### src/rtl/clkout_trim_pkg.sv
package clkout_trim_pkg;

    typedef enum logic [1:0] {
        SRC_SLOW = 2'd0,
        SRC_DIV8 = 2'd1,
        SRC_DIV4 = 2'd2,
        SRC_REF  = 2'd3
    } src_sel_e;

endpackage

### src/rtl/trim_accum.sv
module trim_accum #(
    parameter int WINDOW = 1_000_000,
    parameter int MAG_W  = 8
) (
    input  logic             clk,
    input  logic             rst_n,
    input  logic             ref_tick,
    input  logic [MAG_W-1:0] mag,
    output logic             adj_ev
);
    localparam int AW = $clog2(WINDOW + (1 << MAG_W));

    typedef struct packed {
        logic [AW-1:0] acc;
    } acc_st_t;

    acc_st_t st_d, st_q;
    logic [AW-1:0] sum;

    always_comb begin
        st_d   = st_q;
        adj_ev = 1'b0;
        sum    = st_q.acc + AW'(mag);
        if (ref_tick) begin
            if (sum >= AW'(WINDOW)) begin
                adj_ev   = 1'b1;
                st_d.acc = sum - AW'(WINDOW);
            end else begin
                st_d.acc = sum;
            end
        end
    end

    always_ff @(posedge clk or negedge rst_n) begin
        if (!rst_n) st_q <= '0;
        else        st_q <= st_d;
    end

    // the spreading accumulator never leaves the window
    p_acc_in_window_r4: assert property (@(posedge clk) disable iff (!rst_n)
        st_q.acc < AW'(WINDOW));

endmodule

### src/rtl/tick_gen.sv
module tick_gen #(
    parameter int REF_LOG2 = 15,
    parameter int TICK_HZ  = 100
) (
    input  logic clk,
    input  logic rst_n,
    input  logic ref_tick,
    input  logic adj_ev,
    input  logic neg,
    output logic lvl_div4,
    output logic lvl_div8,
    output logic lvl_slow,
    output logic tick_1hz,
    output logic tick_fast
);
    localparam int CW = REF_LOG2;
    localparam int SW = $clog2(2 * TICK_HZ + 1);

    typedef struct packed {
        logic [CW-1:0] cnt;
        logic [CW-1:0] frac;
        logic          t_slow;
        logic          t_fast;
    } tg_st_t;

    tg_st_t st_d, st_q;
    logic [1:0]    inc;
    logic [SW-1:0] step;
    logic [CW:0]   cnt_sum;
    logic [CW:0]   frac_sum;

    always_comb begin
        st_d = st_q;
        if (!ref_tick)   inc = 2'd0;
        else if (!adj_ev) inc = 2'd1;
        else if (neg)    inc = 2'd0;
        else             inc = 2'd2;
        step     = (inc == 2'd2) ? SW'(2 * TICK_HZ) : (inc == 2'd1) ? SW'(TICK_HZ) : '0;
        cnt_sum  = {1'b0, st_q.cnt} + (CW + 1)'(inc);
        frac_sum = {1'b0, st_q.frac} + (CW + 1)'(step);
        st_d.cnt    = cnt_sum[CW-1:0];
        st_d.frac   = frac_sum[CW-1:0];
        st_d.t_slow = cnt_sum[CW];
        st_d.t_fast = frac_sum[CW];
    end

    always_ff @(posedge clk or negedge rst_n) begin
        if (!rst_n) st_q <= '0;
        else        st_q <= st_d;
    end

    assign lvl_div4  = st_q.cnt[1];
    assign lvl_div8  = st_q.cnt[2];
    assign lvl_slow  = st_q.cnt[CW-1];
    assign tick_1hz  = st_q.t_slow;
    assign tick_fast = st_q.t_fast;

    p_insert_two_r4: assert property (@(posedge clk) disable iff (!rst_n)
        (ref_tick && adj_ev && !neg) |=> (st_q.cnt == $past(st_q.cnt) + CW'(2)));

    p_swallow_hold_r5: assert property (@(posedge clk) disable iff (!rst_n)
        (ref_tick && adj_ev && neg) |=> $stable(st_q.cnt));

    p_slow_after_ref_r9: assert property (@(posedge clk) disable iff (!rst_n)
        st_q.t_slow |-> $past(ref_tick));

    p_fast_after_ref_r9: assert property (@(posedge clk) disable iff (!rst_n)
        st_q.t_fast |-> $past(ref_tick));

endmodule

### src/rtl/clk_sel.sv
module clk_sel
    import clkout_trim_pkg::*;
(
    input  logic       clk,
    input  logic       rst_n,
    input  logic [3:0] src,
    input  logic [1:0] sel,
    input  logic       en,
    output logic       out
);
    typedef struct packed {
        src_sel_e act;
        logic     lvl;
    } cs_st_t;

    cs_st_t st_d, st_q;

    always_comb begin
        st_d = st_q;
        if (!src[st_q.act] && !src[sel]) st_d.act = src_sel_e'(sel);
        st_d.lvl = en && src[st_d.act];
    end

    always_ff @(posedge clk or negedge rst_n) begin
        if (!rst_n) st_q <= '{act: SRC_SLOW, lvl: 1'b0};
        else        st_q <= st_d;
    end

    assign out = st_q.lvl;

    // a new source is only ever adopted while the pin is low
    p_switch_low_r7: assert property (@(posedge clk) disable iff (!rst_n)
        (st_q.act != $past(st_q.act)) |-> !st_q.lvl);

    p_disable_low_r8: assert property (@(posedge clk) disable iff (!rst_n)
        !en |=> !st_q.lvl);

endmodule

### src/rtl/clkout_trim_div.sv
module clkout_trim_div #(
    parameter int REF_LOG2 = 15,
    parameter int WINDOW   = 1_000_000,
    parameter int MAG_W    = 8,
    parameter int TICK_HZ  = 100
) (
    input  logic             clk,
    input  logic             rst_n,
    input  logic             ref_in,
    input  logic             trim_neg,
    input  logic [MAG_W-1:0] trim_mag,
    input  logic [1:0]       out_sel,
    input  logic             out_en,
    output logic             clk_out,
    output logic             tick_100hz,
    output logic             tick_1hz
);
    logic       ref_d, ref_q;
    logic       ref_rise;
    logic       adj_ev;
    logic       lvl_div4, lvl_div8, lvl_slow;
    logic [3:0] src;

    always_comb begin
        ref_d    = ref_in;
        ref_rise = ref_in && !ref_q;
        src      = {ref_q, lvl_div4, lvl_div8, lvl_slow};
    end

    always_ff @(posedge clk or negedge rst_n) begin
        if (!rst_n) ref_q <= 1'b0;
        else        ref_q <= ref_d;
    end

    trim_accum #(.WINDOW(WINDOW), .MAG_W(MAG_W)) u_trim (
        .clk      (clk),
        .rst_n    (rst_n),
        .ref_tick (ref_rise),
        .mag      (trim_mag),
        .adj_ev   (adj_ev)
    );

    tick_gen #(.REF_LOG2(REF_LOG2), .TICK_HZ(TICK_HZ)) u_ticks (
        .clk       (clk),
        .rst_n     (rst_n),
        .ref_tick  (ref_rise),
        .adj_ev    (adj_ev),
        .neg       (trim_neg),
        .lvl_div4  (lvl_div4),
        .lvl_div8  (lvl_div8),
        .lvl_slow  (lvl_slow),
        .tick_1hz  (tick_1hz),
        .tick_fast (tick_100hz)
    );

    clk_sel u_sel (
        .clk   (clk),
        .rst_n (rst_n),
        .src   (src),
        .sel   (out_sel),
        .en    (out_en),
        .out   (clk_out)
    );

endmodule

### config.mk
export PLATFORM = sky130hd
export DESIGN_NAME = clkout_trim_div
export DESIGN_NICKNAME = d
export VERILOG_FILES = /design/src/rtl/clkout_trim_pkg.sv /design/src/rtl/trim_accum.sv /design/src/rtl/tick_gen.sv /design/src/rtl/clk_sel.sv /design/src/rtl/clkout_trim_div.sv
export SDC_FILE = /design/constraint.sdc
export NUM_CORES = 1
export LEC_CHECK = 0
export CORE_MARGIN = 2
export CORE_UTILIZATION = 42
export CTS_BUF_LIST = sky130_fd_sc_hd__clkbuf_2 sky130_fd_sc_hd__clkbuf_4 sky130_fd_sc_hd__clkbuf_8
export DETAILED_ROUTE_END_ITERATION = 8
export DONT_BUFFER_PORTS = 1
export HOLD_SLACK_MARGIN = 0.15
export PLACE_DENSITY = 0.59
export SLEW_MARGIN = 30
export SYNTH_ARGS = -nofsm -noshare
export SYNTH_HDL_FRONTEND = slang
export SYNTH_HIERARCHICAL = 1
export SYNTH_SLANG_ARGS = --single-unit
### constraint.sdc
create_clock -name clk -period 13.5 [get_ports clk]
set_input_delay 1.35 -clock clk [delete_from_list [all_inputs] [get_ports clk]]
set_output_delay 1.35 -clock clk [all_outputs]
set_load 0.1 [all_outputs]
==> results of run 1 <==
flip-flops by register name, summed over array words and instances (netlist names):
register           count
u_ticks/tick_1hz       1
ref_q                  1
u_ticks/lvl_slow       1
u_trim/st_q           20
u_ticks/st_q          25
u_ticks/tick_fast      1
u_sel/out              1
u_ticks/lvl_div4       1
u_sel/st_q             2
u_ticks/lvl_div8       1
power by group through the flow:
stage	Clock, µW	Sequential (µW)	Combinational [µW]
6_report	100	275	430
5_1_grt	111	284	474
4_1_cts	107	275	424
3_5_place_dp	0	278	422
3_3_place_gp	0	277	417
2_1_floorplan	0	256	360
cell type report:
class	instances	area, µm²	area share (%)
Multi-Input combinational cell	322	2390	58.9
Sequential cell	54	1350	33.2
Tap cell	111	139	3.41
Clock buffer	6	82.6	2.03
Inverter	22	82.6	2.03
Clock inverter	2	17.5	0.431
routing by layer:
metal / track usage (%) / vias up / wire length, µm / share of wire (%)
li1: - / 1489 / - / -
met1: 23.9 / 1485 / 4040 / 47
met2: 29.9 / 77 / 4060 / 47
met3: 2.91 / 21 / 383 / 4.4
met4: 5.16 / 0 / 159 / 1.8
met5: 0 / - / 0 / 0
worst register-to-register path, delay by kind of cell (launching register included):
| kind | cells | cell delay [ns] |
|---|---|---|
| AOI/OAI and AO/OA | 7 | 1.34 |
| adders and majority gates | 5 | 1.61 |
| and+or+nand+nor | 8 | 1.46 |
| xor gates and xnor gates | 3 | 0.68 |
| DFF | 1 | 0.36 |
| buffers and inverters | 1 | 0.07 |
logic make-up (layout without fill, tap and decap cells):
group | after synthesis | after routing
and+or+nand+nor | 144 | 144
AOI/OAI and AO/OA | 110 | 110
DFF | 54 | 54
xor gates and xnor gates | 35 | 35
buffers and inverters | 34 | 30
adders and majority gates | 21 | 21
muxes | 12 | 12
layout by cell type, fill, tap and decap left out, types with 3 or more instances in the layout:
master and instances:
nor3_1 13, dfrtp_1 54, xnor2_1 19, nand3b_1 6, and3_1 5, nand3_1 14, clkbuf_8 6, a21o_1 4
ha_1 19, nor2b_1 8, mux2_2 7, nand4_1 8, o2bb2ai_1 3, nor2_1 26, or3_1 5, xor2_1 15
o21ai_0 22, nand4b_1 3, o41ai_1 3, o21bai_1 3, inv_1 21, mux2i_1 3, o211ai_1 10, o21a_1 3
nand2_1 33, a211oi_1 5, a21oi_1 18, and2_1 3
worst paths after layout:
path                                                 start                           to  slack [ns]  depth (start not counted)
worst max-delay path                           trim_mag[0]   u_ticks/st_q[12]$_DFF_PN0_        7.21                         24
worst min-delay path            u_ticks/st_q[20]$_DFF_PN0_   u_ticks/st_q[20]$_DFF_PN0_        0.47                          1
worst max register to register  u_trim/st_q[0]$_DFFE_PN0P_   u_ticks/st_q[12]$_DFF_PN0_        7.87                         24
worst min register to register  u_ticks/st_q[20]$_DFF_PN0_   u_ticks/st_q[20]$_DFF_PN0_        0.47                          1
max in group asynchronous                            rst_n   u_ticks/st_q[17]$_DFF_PN0_       12.65                          0
min in group asynchronous                            rst_n  u_trim/st_q[10]$_DFFE_PN0P_        0.72                          0
per-stage QoR:
step | cell area, µm² | setup slack, ns
final | 4070 | 7.21
after global routing | 4070 | 6.67
after floorplan | 3920 | 7.74
after CTS | 4070 | 7.29
after detailed placement | 3970 | 6.95
after global placement | 3970 | 7.17
==> impl_results.md, run 1 <==
* Largest family of logic cells by synthesized area: compound AO/OA/AOI/OAI gates
* Maximum clock frequency at 159 MHz
* Synth cell count leaders: dfrtp_1, nand2_1, nor2_1
* WS Path Type: in2reg
* Clock share of power at 12.5%
* Final Slew Violations at 0
* Post-synth top area cell: dfrtp_1
* Pre-antenna DRT Iters at 4
* Iter 0 DRT Violations at 221
* Root Buffer: clkbuf_8
* Power Density at 198 nW/µm²
* Period utilisation layout at 46.6%
* Global-route wire length before repair at 14500 µm
* Clock skew at 0.00945 ns
* Crit-path max FO at 10
* Final Wtd Congestion at 0.858
* # diodes at 0
* Rows at 35
* Synth area leaders: dfrtp_1, ha_1, xnor2_1, xor2_1, nand2_1
* Post-synth EDFFs at 0
* Cell mode on critical path: ha_1
* Post-DP HPWL at 6320 µm
* Critical Path AT at 6.50 ns
* Top Family by Delay on Critical Path: adder cells
* Crit. End Element: flop
* DR vias at 3072
* Synth Area in Compound Gates at 21.7%
* Nets at 441
* Synth top area share at 34.5%
* CP peak stage delay at 0.51 ns
* Fin cells at 517
* Seq/Total Area, Yosys at 34.5%
* Syn. warnings at 6
* Height of the die at 101 µm
* Outcome: complete, no violations
* Area delta synth->final at 3.73%
* Net Sw Frac at 45.5%
* Vias in the first global route at 3053
* CTS tree: yes
* Die area at 10100 µm²
* Hold Crit Class: reg2reg
* Remaining DRCs at 0
* Post-DRT Antenna Nets at 0
* Largest net degree at the start of global routing at 55
* Reg power frac at 34.2%
* Hold_ws at 0.474 ns
* Top_reg_cell synth: dfrtp_1
* Slowest cell on crit path: ha_1
* Final WL at 8640 µm
* CTS Buf Count at 5
* Initial antenna violation count at 0
* Chip width at 101 µm
* Core area at 9150 µm²
* Synth Area in Simple Gates at 20.1%
* XOR/XNOR Fraction of Synth Area at 8.30%
* Logic pwr share at 53.4%
* Crit start category: input pin
* Final Setup Violations at 0
* Adder-Cell Fraction of Synth Area at 7.08%
* Tot Pwr at 805 µW
* I/O Buffers at 0
* Cell Area, Synth at 3920 µm²
* RSZ-0062 raised after global routing: false
* Rel. slew slack at 42.5%
* Filler Cells Inserted at 899
* Count of boundary I/O pins at 18
* Flops & latches, synth at 54
* Mux contribution to synthesized area at 3.92%
* Clock sinks at 54
* Final hold violations at 0
* GRT overflow at 0
* Mapped Nets at 446
* Max Cap Viol at 0
* Top-count cell post-synth: dfrtp_1
* Initial Utilization at 42.8%
* Fin Setup TNS at 0 ns
* H-tree depth at 2
* Clk buf depth at 2
* Post-cts sizing count at 0
* Worst-Margin Slew at 0.854 ns
* Worst skew pair latency at 0.31 ns
* Yosys cell types at 81
* Internal power at 438 µW
* Tmin final at 6.29 ns
* GRT Overall Usage at 17.9%
* Static Leak at 0.00168 µW
* Max VDD drop at 0.0783 mV
* Number of instances in the placed design at 509
* Worst Path Buf+Inv at 1
* Crit-path cells: ha_1 -> inv_1 -> fa_1 -> nor2b_1 -> o31a_2 -> nor2_1 -> xnor2_1 -> ha_1 -> nand4b_1 -> a21oi_1 -> and4b_2 -> o311ai_4 -> and2_1 -> nor2_1 -> nand2_1 -> nor2_1 -> ha_1 -> xor2_1 -> ha_1 -> a21oi_1 -> o21bai_1 -> a31oi_1 -> a21oi_1 -> xor2_1
* Post-CTS setup buffers at 0
* Post-layout util at 44.4%
* Fraction of registers with async set/reset at 100%
* Post-Synthesis Cells at 410
* Vias per cell at 5.94
* Clock transition at path regs at 0.11 ns
* Share of cells above drive strength 1 at 12.6%
* Psw at 367 µW
* Routed len/inst at 16.7 µm
* Crit path required time at 13.71 ns
* CTS Hold Bufs at 0
* Syn Area/Cell at 9.56 µm²
Power figures use the tool's default switching activity.
==> inputs of run 2 (changes only) <==
ABC_AREA = 1   (was default)
clock period = 6.1 ns   (was 13.5 ns; I/O delays follow)
==> run 2 against run 1 <==
  * Cell area up 12%
  * Register-to-register slack worse by 6.5 ns
  * Clock skew up 0.0097 ns
  * Combinational power up 110%
  * Final cell count up 46%
  * Critical path type is now reg2reg
  * Global-route usage up 0.23 points
  * Core utilization up 1.9 points
  * Area after synthesis up 9.3%
==> impl_results.md, run 2 <==
* Outcome: complete, no violations
* Yosys cell types at 34 (-58%)
* Largest net degree at the start of global routing at 55 (unchanged)
* Slowest cell on crit path: fa_1
* Worst-Margin Slew at 0.872 ns (+0.0180 ns)
* Tot Pwr at 1680 µW (+110%)
* Final WL at 9450 µm (+9.4%)
* CTS tree: yes
* Mapped Nets at 655 (+47%)
* Vias in the first global route at 3627 (+19%)
* Remaining DRCs at 0 (unchanged)
* Filler Cells Inserted at 1045 (+16%)
* Reg with most FFs: u_ticks/st_q
* Fraction of registers with async set/reset at 100% (unchanged)
* Tmin final at 4.73 ns
* Clk buf depth at 2 (unchanged)
* Post-DP HPWL at 7400 µm (+17%)
* Fin Setup TNS at 0 ns (unchanged)
* CP peak stage delay at 0.39 ns (-0.12 ns)
* # diodes at 0 (unchanged)
* Global-route wire length before repair at 16400 µm (+13%)
* Biggest regs: u_ticks/st_q x25, u_trim/st_q x20, u_sel/st_q x2
* Chip width at 105 µm (+4.4%)
* Crit start category: flop
* Routed len/inst at 12.5 µm (-25%)
* Hold_ws at 0.297 ns (-0.176 ns)
* Top_reg_cell synth: dfrtp_1
* Nets at 658 (+49%)
* Crit path required time at 6.31 ns (-7.40 ns)
* Crit-path max FO at 12 (+2)
* Hold Crit Class: in2reg
* Flops & latches, synth at 54 (unchanged)
* Post-cts sizing count at 0 (unchanged)
* Clock sinks at 54 (unchanged)
* Static Leak at 0.00240 µW (+43%)
* Reg2reg end: u_ticks/st_q[10]$_DFF_PN0_
* Cell mode on critical path: nand2_1
* Placement Cell Area at 4420 µm² (+11%)
* End point of the critical path: u_ticks/st_q[10]$_DFF_PN0_
* Crit. End Element: flop
* Post-CTS setup buffers at 0 (unchanged)
* Period utilisation layout at 77.6%
* Initial Utilization at 43.7% (+0.81 points)
* Share of cells above drive strength 1 at 12.8% (+0.28 points)
* Critical Path AT at 4.94 ns (-1.56 ns)
* Initial antenna violation count at 0 (unchanged)
* Rows at 36 (+2.9%)
* Final Setup Violations at 0 (unchanged)
* Maximum clock frequency at 211 MHz
* Power Density at 369 nW/µm² (+87%)
* DR vias at 3696 (+20%)
* Post-DRT Antenna Nets at 0 (unchanged)
* Top-count cell post-synth: nand2_1
* Final hold violations at 0 (unchanged)
* CTS Buf Count at 5 (unchanged)
* Pre-antenna DRT Iters at 4 (unchanged)
* Iter 0 DRT Violations at 186 (-16%)
* Max FFs per register at 25 (unchanged)
* Area delta synth->final at 6.19%
* Worst skew pair latency at 0.33 ns (+0.02 ns)
* Post-synth EDFFs at 0 (unchanged)
* Root Buffer: clkbuf_8
* Post-Synthesis Cells at 619 (+51%)
* Max VDD drop at 0.159 mV (+100%)
* Top Family by Delay on Critical Path: simple AND/OR/NAND/NOR gates
* GRT overflow at 0 (unchanged)
* Worst r2r path cells at 31 (+29%)
* Max Cap Viol at 0 (unchanged)
* Seq/Total Area, Yosys at 31.5% (-2.9 points)
* Synth cell count leaders: nand2_1, inv_1, nand3_1
* R2r setup slk at 1.37 ns (-6.50 ns)
* Clock transition at path regs at 0.12 ns (about the same)
* Final Wtd Congestion at 0.919 (+7.2%)
* Leading cell type in the layout, fill and taps excluded: nand2_1
* Vias per cell at 4.89 (-18%)
* Critical path origin: u_trim/st_q[0]$_DFFE_PN0P_
* Synth top area share at 31.5% (-2.9 points)
* Worst path depth at 31 (+29%)
* Clock skew at 0.0192 ns (+0.00973 ns)
* Height of the die at 105 µm (+4.4%)
* Worst Path Buf+Inv at 7 (+6)
* Final Cell Area at 4550 µm² (+12%)
* Final Slew Violations at 0 (unchanged)
* GRT Overall Usage at 18.1% (+0.23 points)
* Commonest non-fill, non-tap cells in the layout: nand2_1, inv_1, nand3_1
* Rel. slew slack at 41.9% (-0.56 points)
* Core area at 9820 µm² (+7.3%)
* Count of boundary I/O pins at 18 (unchanged)
* Synth area leaders: dfrtp_1, nand2_1, inv_1, nand3_1, ha_1
* Die area at 11000 µm² (+8.9%)
* H-tree depth at 2 (unchanged)
* Syn Area/Cell at 6.93 µm² (-28%)
* I/O Buffers at 0 (unchanged)
* RSZ-0062 raised after global routing: false
* Post-synth top area cell: dfrtp_1
* Syn. warnings at 6 (unchanged)
* FF-to-FF Start: u_trim/st_q[0]$_DFFE_PN0P_
* WS Path Type: reg2reg
* Cell Area, Synth at 4290 µm² (+9.3%)
## run 2: cell count changes after synthesis, moves of 8 or more
cell / before / now
a21oi_1: 18 / 2
inv_1: 21 / 86
nand3_2: 1 / 18
nand2_1: 33 / 222
o21ai_0: 22 / 7
nand3_1: 14 / 61
nor2_1: 26 / 34
nand2_2: 0 / 26
nor2b_1: 8 / 0
xnor2_1: 19 / 8
o211ai_1: 10 / 0
## run 2: how the worst min path moves through the flow
stage | from | end | slack [ns] | cells after the start
floorplan | rst_n | ref_q$_DFF_PN0_ | 0.31 | 0
global placement | rst_n | u_ticks/st_q[25]$_DFF_PN0_ | 0.32 | 0
detailed placement | rst_n | u_ticks/st_q[26]$_DFF_PN0_ | 0.32 | 0
CTS | ref_in | ref_q$_DFF_PN0_ | 0.28 | 0
global route | ref_in | ref_q$_DFF_PN0_ | 0.28 | 0
finish | ref_in | ref_q$_DFF_PN0_ | 0.30 | 0
## run 2: logic make-up after synthesis
family | count (synthesis) | share of synthesized area [%]
buffers and inverters | 99 | 9.11
xor gates and xnor gates | 26 | 5.31
AOI/OAI and AO/OA | 15 | 2.22
DFF | 54 | 31.5
adders and majority gates | 21 | 6.48
and+or+nand+nor | 404 | 45.4
## run 2: layout make-up
class / count / area (µm²) / share of cell area (%)
multi-input cells: 466 / 2540 / 55.9
repair buffers: 3 / 45.0 / 0.990
well taps: 133 / 166 / 3.66
inverters: 92 / 347 / 7.61
clock inverters: 3 / 28.8 / 0.632
flip-flops and latches: 54 / 1350 / 29.7
clock buffers: 5 / 68.8 / 1.51
## run 2: metal layers
metal | GRT usage [%] | vias up | part of all wire [%]
met1 | 23.5 | 1708 | 48
met4 | 5.81 | 0 | 1.6
met3 | 2.50 | 13 | 3.0
li1 | - | 1937 | -
met5 | 0 | - | 0
met2 | 31.1 | 38 | 47
## run 2: repair_timing
action	4_1_cts	5_1_grt
setup endpoints to repair	0	0
hold buffers	2	0
hold endpoints to repair	54	0
## run 2: where the power goes
part,leakage (µW),internal [µW],switching [µW]
sequential,0.000677,459,114
clock,0.0000502,85.5,135
combinational,0.00167,307,582
## run 2: metrics by stage
step / setup slack, ns / cells / util [%]
2_1_floorplan: 1.80 / 619 / -
3_3_place_gp: 1.41 / 746 / 45.0
3_5_place_dp: 1.20 / 746 / 45.0
4_1_cts: 1.43 / 756 / 46.4
5_1_grt: 0.904 / 756 / 46.4
6_report: 1.37 / 756 / 46.4
==> inputs of run 3 (changes only) <==
PLACE_DENSITY = 0.62   (was 0.59)
clock period = 4.25 ns   (was 6.1 ns; I/O delays follow)
==> run 3 against run 2 <==
  * Non-clock buffer count increased by 13
  * Sequential cell count stayed put
  * Register-to-register slack lost 1.1 ns
  * Global-route usage is 0.39 points higher
  * Die area unchanged
  * Via count is 3.5% higher
  * Power rose by 51%
  * First-iteration DRC count up 6.5%
  * Clock power up 29%
  * Critical path depth decreased by 6
  * Core utilization is 2.2 points higher
  * Sequential power rose by 45%
  * Critical path type unchanged
  * Largest power group unchanged
==> impl_results.md, run 3 (same netlist as run 2, synthesis figures left out) <==
* Outcome: complete, no violations
* Tmin final at 4.01 ns (-0.724 ns)
* CTS Buf Count at 5 (unchanged)
* Crit-path max FO at 6 (-6)
* Critical path origin: u_trim/st_q[2]$_DFFE_PN0P_
* Psw at 1220 µW (+47%)
* DR vias at 3825 (+3.5%)
* Remaining DRCs at 0 (unchanged)
* Leading cell type in the layout, fill and taps excluded: nand2_1
* Vias per cell at 4.98 (+1.9%)
* I/O Buffers at 0 (unchanged)
* GRT Overall Usage at 18.5% (+0.39 points)
* Biggest regs: u_ticks/st_q x25, u_trim/st_q x20, u_sel/st_q x2
* Clock transition at path regs at 0.10 ns (-0.02 ns)
* Count of boundary I/O pins at 18 (unchanged)
* Post-layout util at 48.5% (+2.2 points)
* Logic pwr share at 56.1% (+3.3 points)
* Initial antenna violation count at 0 (unchanged)
* WL met2 at 4580 µm (+2.2%)
* Max Cap Viol at 0 (unchanged)
* Post-DP HPWL at 7520 µm (+1.7%)
* Clock sinks at 54 (unchanged)
* Largest net degree at the start of global routing at 55 (unchanged)
* Worst-Margin Slew at 0.874 ns (+0.00139 ns)
* Core area at 9820 µm² (unchanged)
* Global-route wire length before repair at 16800 µm (+2.5%)
* GRT overflow at 0 (unchanged)
* Static Leak at 0.00245 µW (+2.3%)
* Die area at 11000 µm² (unchanged)
* Power Density at 534 nW/µm² (+44%)
* Uppermost layer routed: met4
* Chip width at 105 µm (unchanged)
* Rows at 36 (unchanged)
* Vias in the first global route at 3742 (+3.2%)
* Final WL at 9680 µm (+2.5%)
* CTS tree: yes
* Critical Path AT at 4.24 ns (-0.70 ns)
* Crit. End Element: flop
* Clk buf depth at 2 (unchanged)
* Worst skew pair latency at 0.30 ns (-0.03 ns)
* Final Wtd Congestion at 0.959 (+4.4%)
* Crit start category: flop
* Height of the die at 105 µm (unchanged)
* Maximum clock frequency at 249 MHz (+18%)
* Clock skew at 0.00753 ns (-0.0116 ns)
* Crit path required time at 4.48 ns (-1.83 ns)
* Max VDD drop at 0.228 mV (+44%)
* Period utilisation layout at 94.4% (+17 points)
* Internal power at 1320 µW (+55%)
* Filler Cells Inserted at 1010 (-3.3%)
* H-tree depth at 2 (unchanged)
* Pre-antenna DRT Iters at 5 (+1)
* Iter 0 DRT Violations at 198 (+6.5%)
* Nets at 671 (+2.0%)
* WS Path Type: reg2reg
* R2r setup slk at 0.24 ns (-1.13 ns)
* Fin cells at 768 (+1.6%)
* Hold Crit Class: in2reg
* Final Slew Violations at 0 (unchanged)
* Clock share of power at 11.3% (-1.8 points)
* Root Buffer: clkbuf_8
* Worst r2r path cells at 25 (-19%)
* HP Start: out_en
* Final Setup Violations at 0 (unchanged)
* FF-to-FF Start: u_trim/st_q[2]$_DFFE_PN0P_
* Routed length on met1 at 4490 µm (-1.1%)
* Post-DRT Antenna Nets at 0 (unchanged)
* # diodes at 0 (unchanged)
* Final hold violations at 0 (unchanged)
* Commonest non-fill, non-tap cells in the layout: nand2_1, inv_1, nand3_1
* Routed len/inst at 12.6 µm (+0.89%)
* Initial Utilization at 43.7% (unchanged)
* Tot Pwr at 2540 µW (+51%)
* Max FFs per register at 25 (unchanged)
* CP peak stage delay at 0.40 ns (about the same)
* Share of cells above drive strength 1 at 17.6% (+4.8 points)
* Reg2reg end: u_ticks/st_q[23]$_DFF_PN0_
* Met3 WL at 354 µm (+27%)
* Reg power frac at 32.6% (-1.4 points)
* Number of instances in the placed design at 753 (+0.94%)
* End point of the critical path: u_ticks/st_q[23]$_DFF_PN0_
* Area delta synth->final at 11.1%
* Rel. slew slack at 41.8% (-0.093 points)
* Net Sw Frac at 48.1% (-1.3 points)
* Slowest cell on crit path: dfrtp_1
* Reg with most FFs: u_ticks/st_q
[run 3: repair_timing]
item                       4_1_cts  5_1_grt
setup endpoints to repair        0       16
setup buffers                    0        5
hold buffers                     3        0
hold endpoints to repair        55        0
resized for setup                0       26
[run 3: critical path: cells and delay by family (launching register included)]
| kind | cells | cell delay [ns] |
|---|---|---|
| xor+xnor | 1 | 0.15 |
| buf+inv | 8 | 0.86 |
| fa+ha+maj | 3 | 0.84 |
| simple gates | 13 | 1.68 |
| flops | 1 | 0.40 |
[run 3: final cells by class]
type	instances	area, µm²	area share (%)
well taps	133	166	3.49
multi-input cells	466	2670	56.0
repair buffers	16	145	3.05
clock inverters	2	13.8	0.289
inverters	92	349	7.33
clock buffers	5	68.8	1.44
flip-flops and latches	54	1350	28.4
[run 3: through the flow]
step	hold slack (ns)	setup TNS [ns]	setup WS, ns	instance area [µm²]
final	0.213	0	0.239	4760
after global routing	0.218	-0.0194	-0.0118	4760
after floorplan	0.129	0	0.140	4290
after global placement	0.132	0	0.140	4470
after detailed placement	0.131	0	0.0415	4470
after CTS	0.207	0	0.0705	4600
[run 3: worst min-delay path by stage]
stage	to	slack, ns	depth (start not counted)
CTS	u_sel/out$_DFF_PN0_	0.21	2
detailed placement	u_ticks/st_q[13]$_DFF_PN0_	0.13	0
global placement	u_ticks/st_q[15]$_DFF_PN0_	0.13	0
finish	u_sel/out$_DFF_PN0_	0.21	2
global route	u_sel/out$_DFF_PN0_	0.22	2
floorplan	ref_q$_DFF_PN0_	0.13	0
[run 3: per-layer routing]
layer | global-route usage [%] | vias up
li1 | - | 1954
met1 | 23.7 | 1769
met2 | 31.4 | 80
met3 | 2.62 | 22
met4 | 7.43 | 0
met5 | 0 | -
[run 3: power groups by stage]
stage | clock (µW) | sequential [µW] | combinational, µW
2_1_floorplan | 0 | 778 | 1030
3_3_place_gp | 0 | 826 | 1290
3_5_place_dp | 0 | 830 | 1320
4_1_cts | 307 | 820 | 1340
5_1_grt | 330 | 853 | 1620
6_report | 286 | 829 | 1430
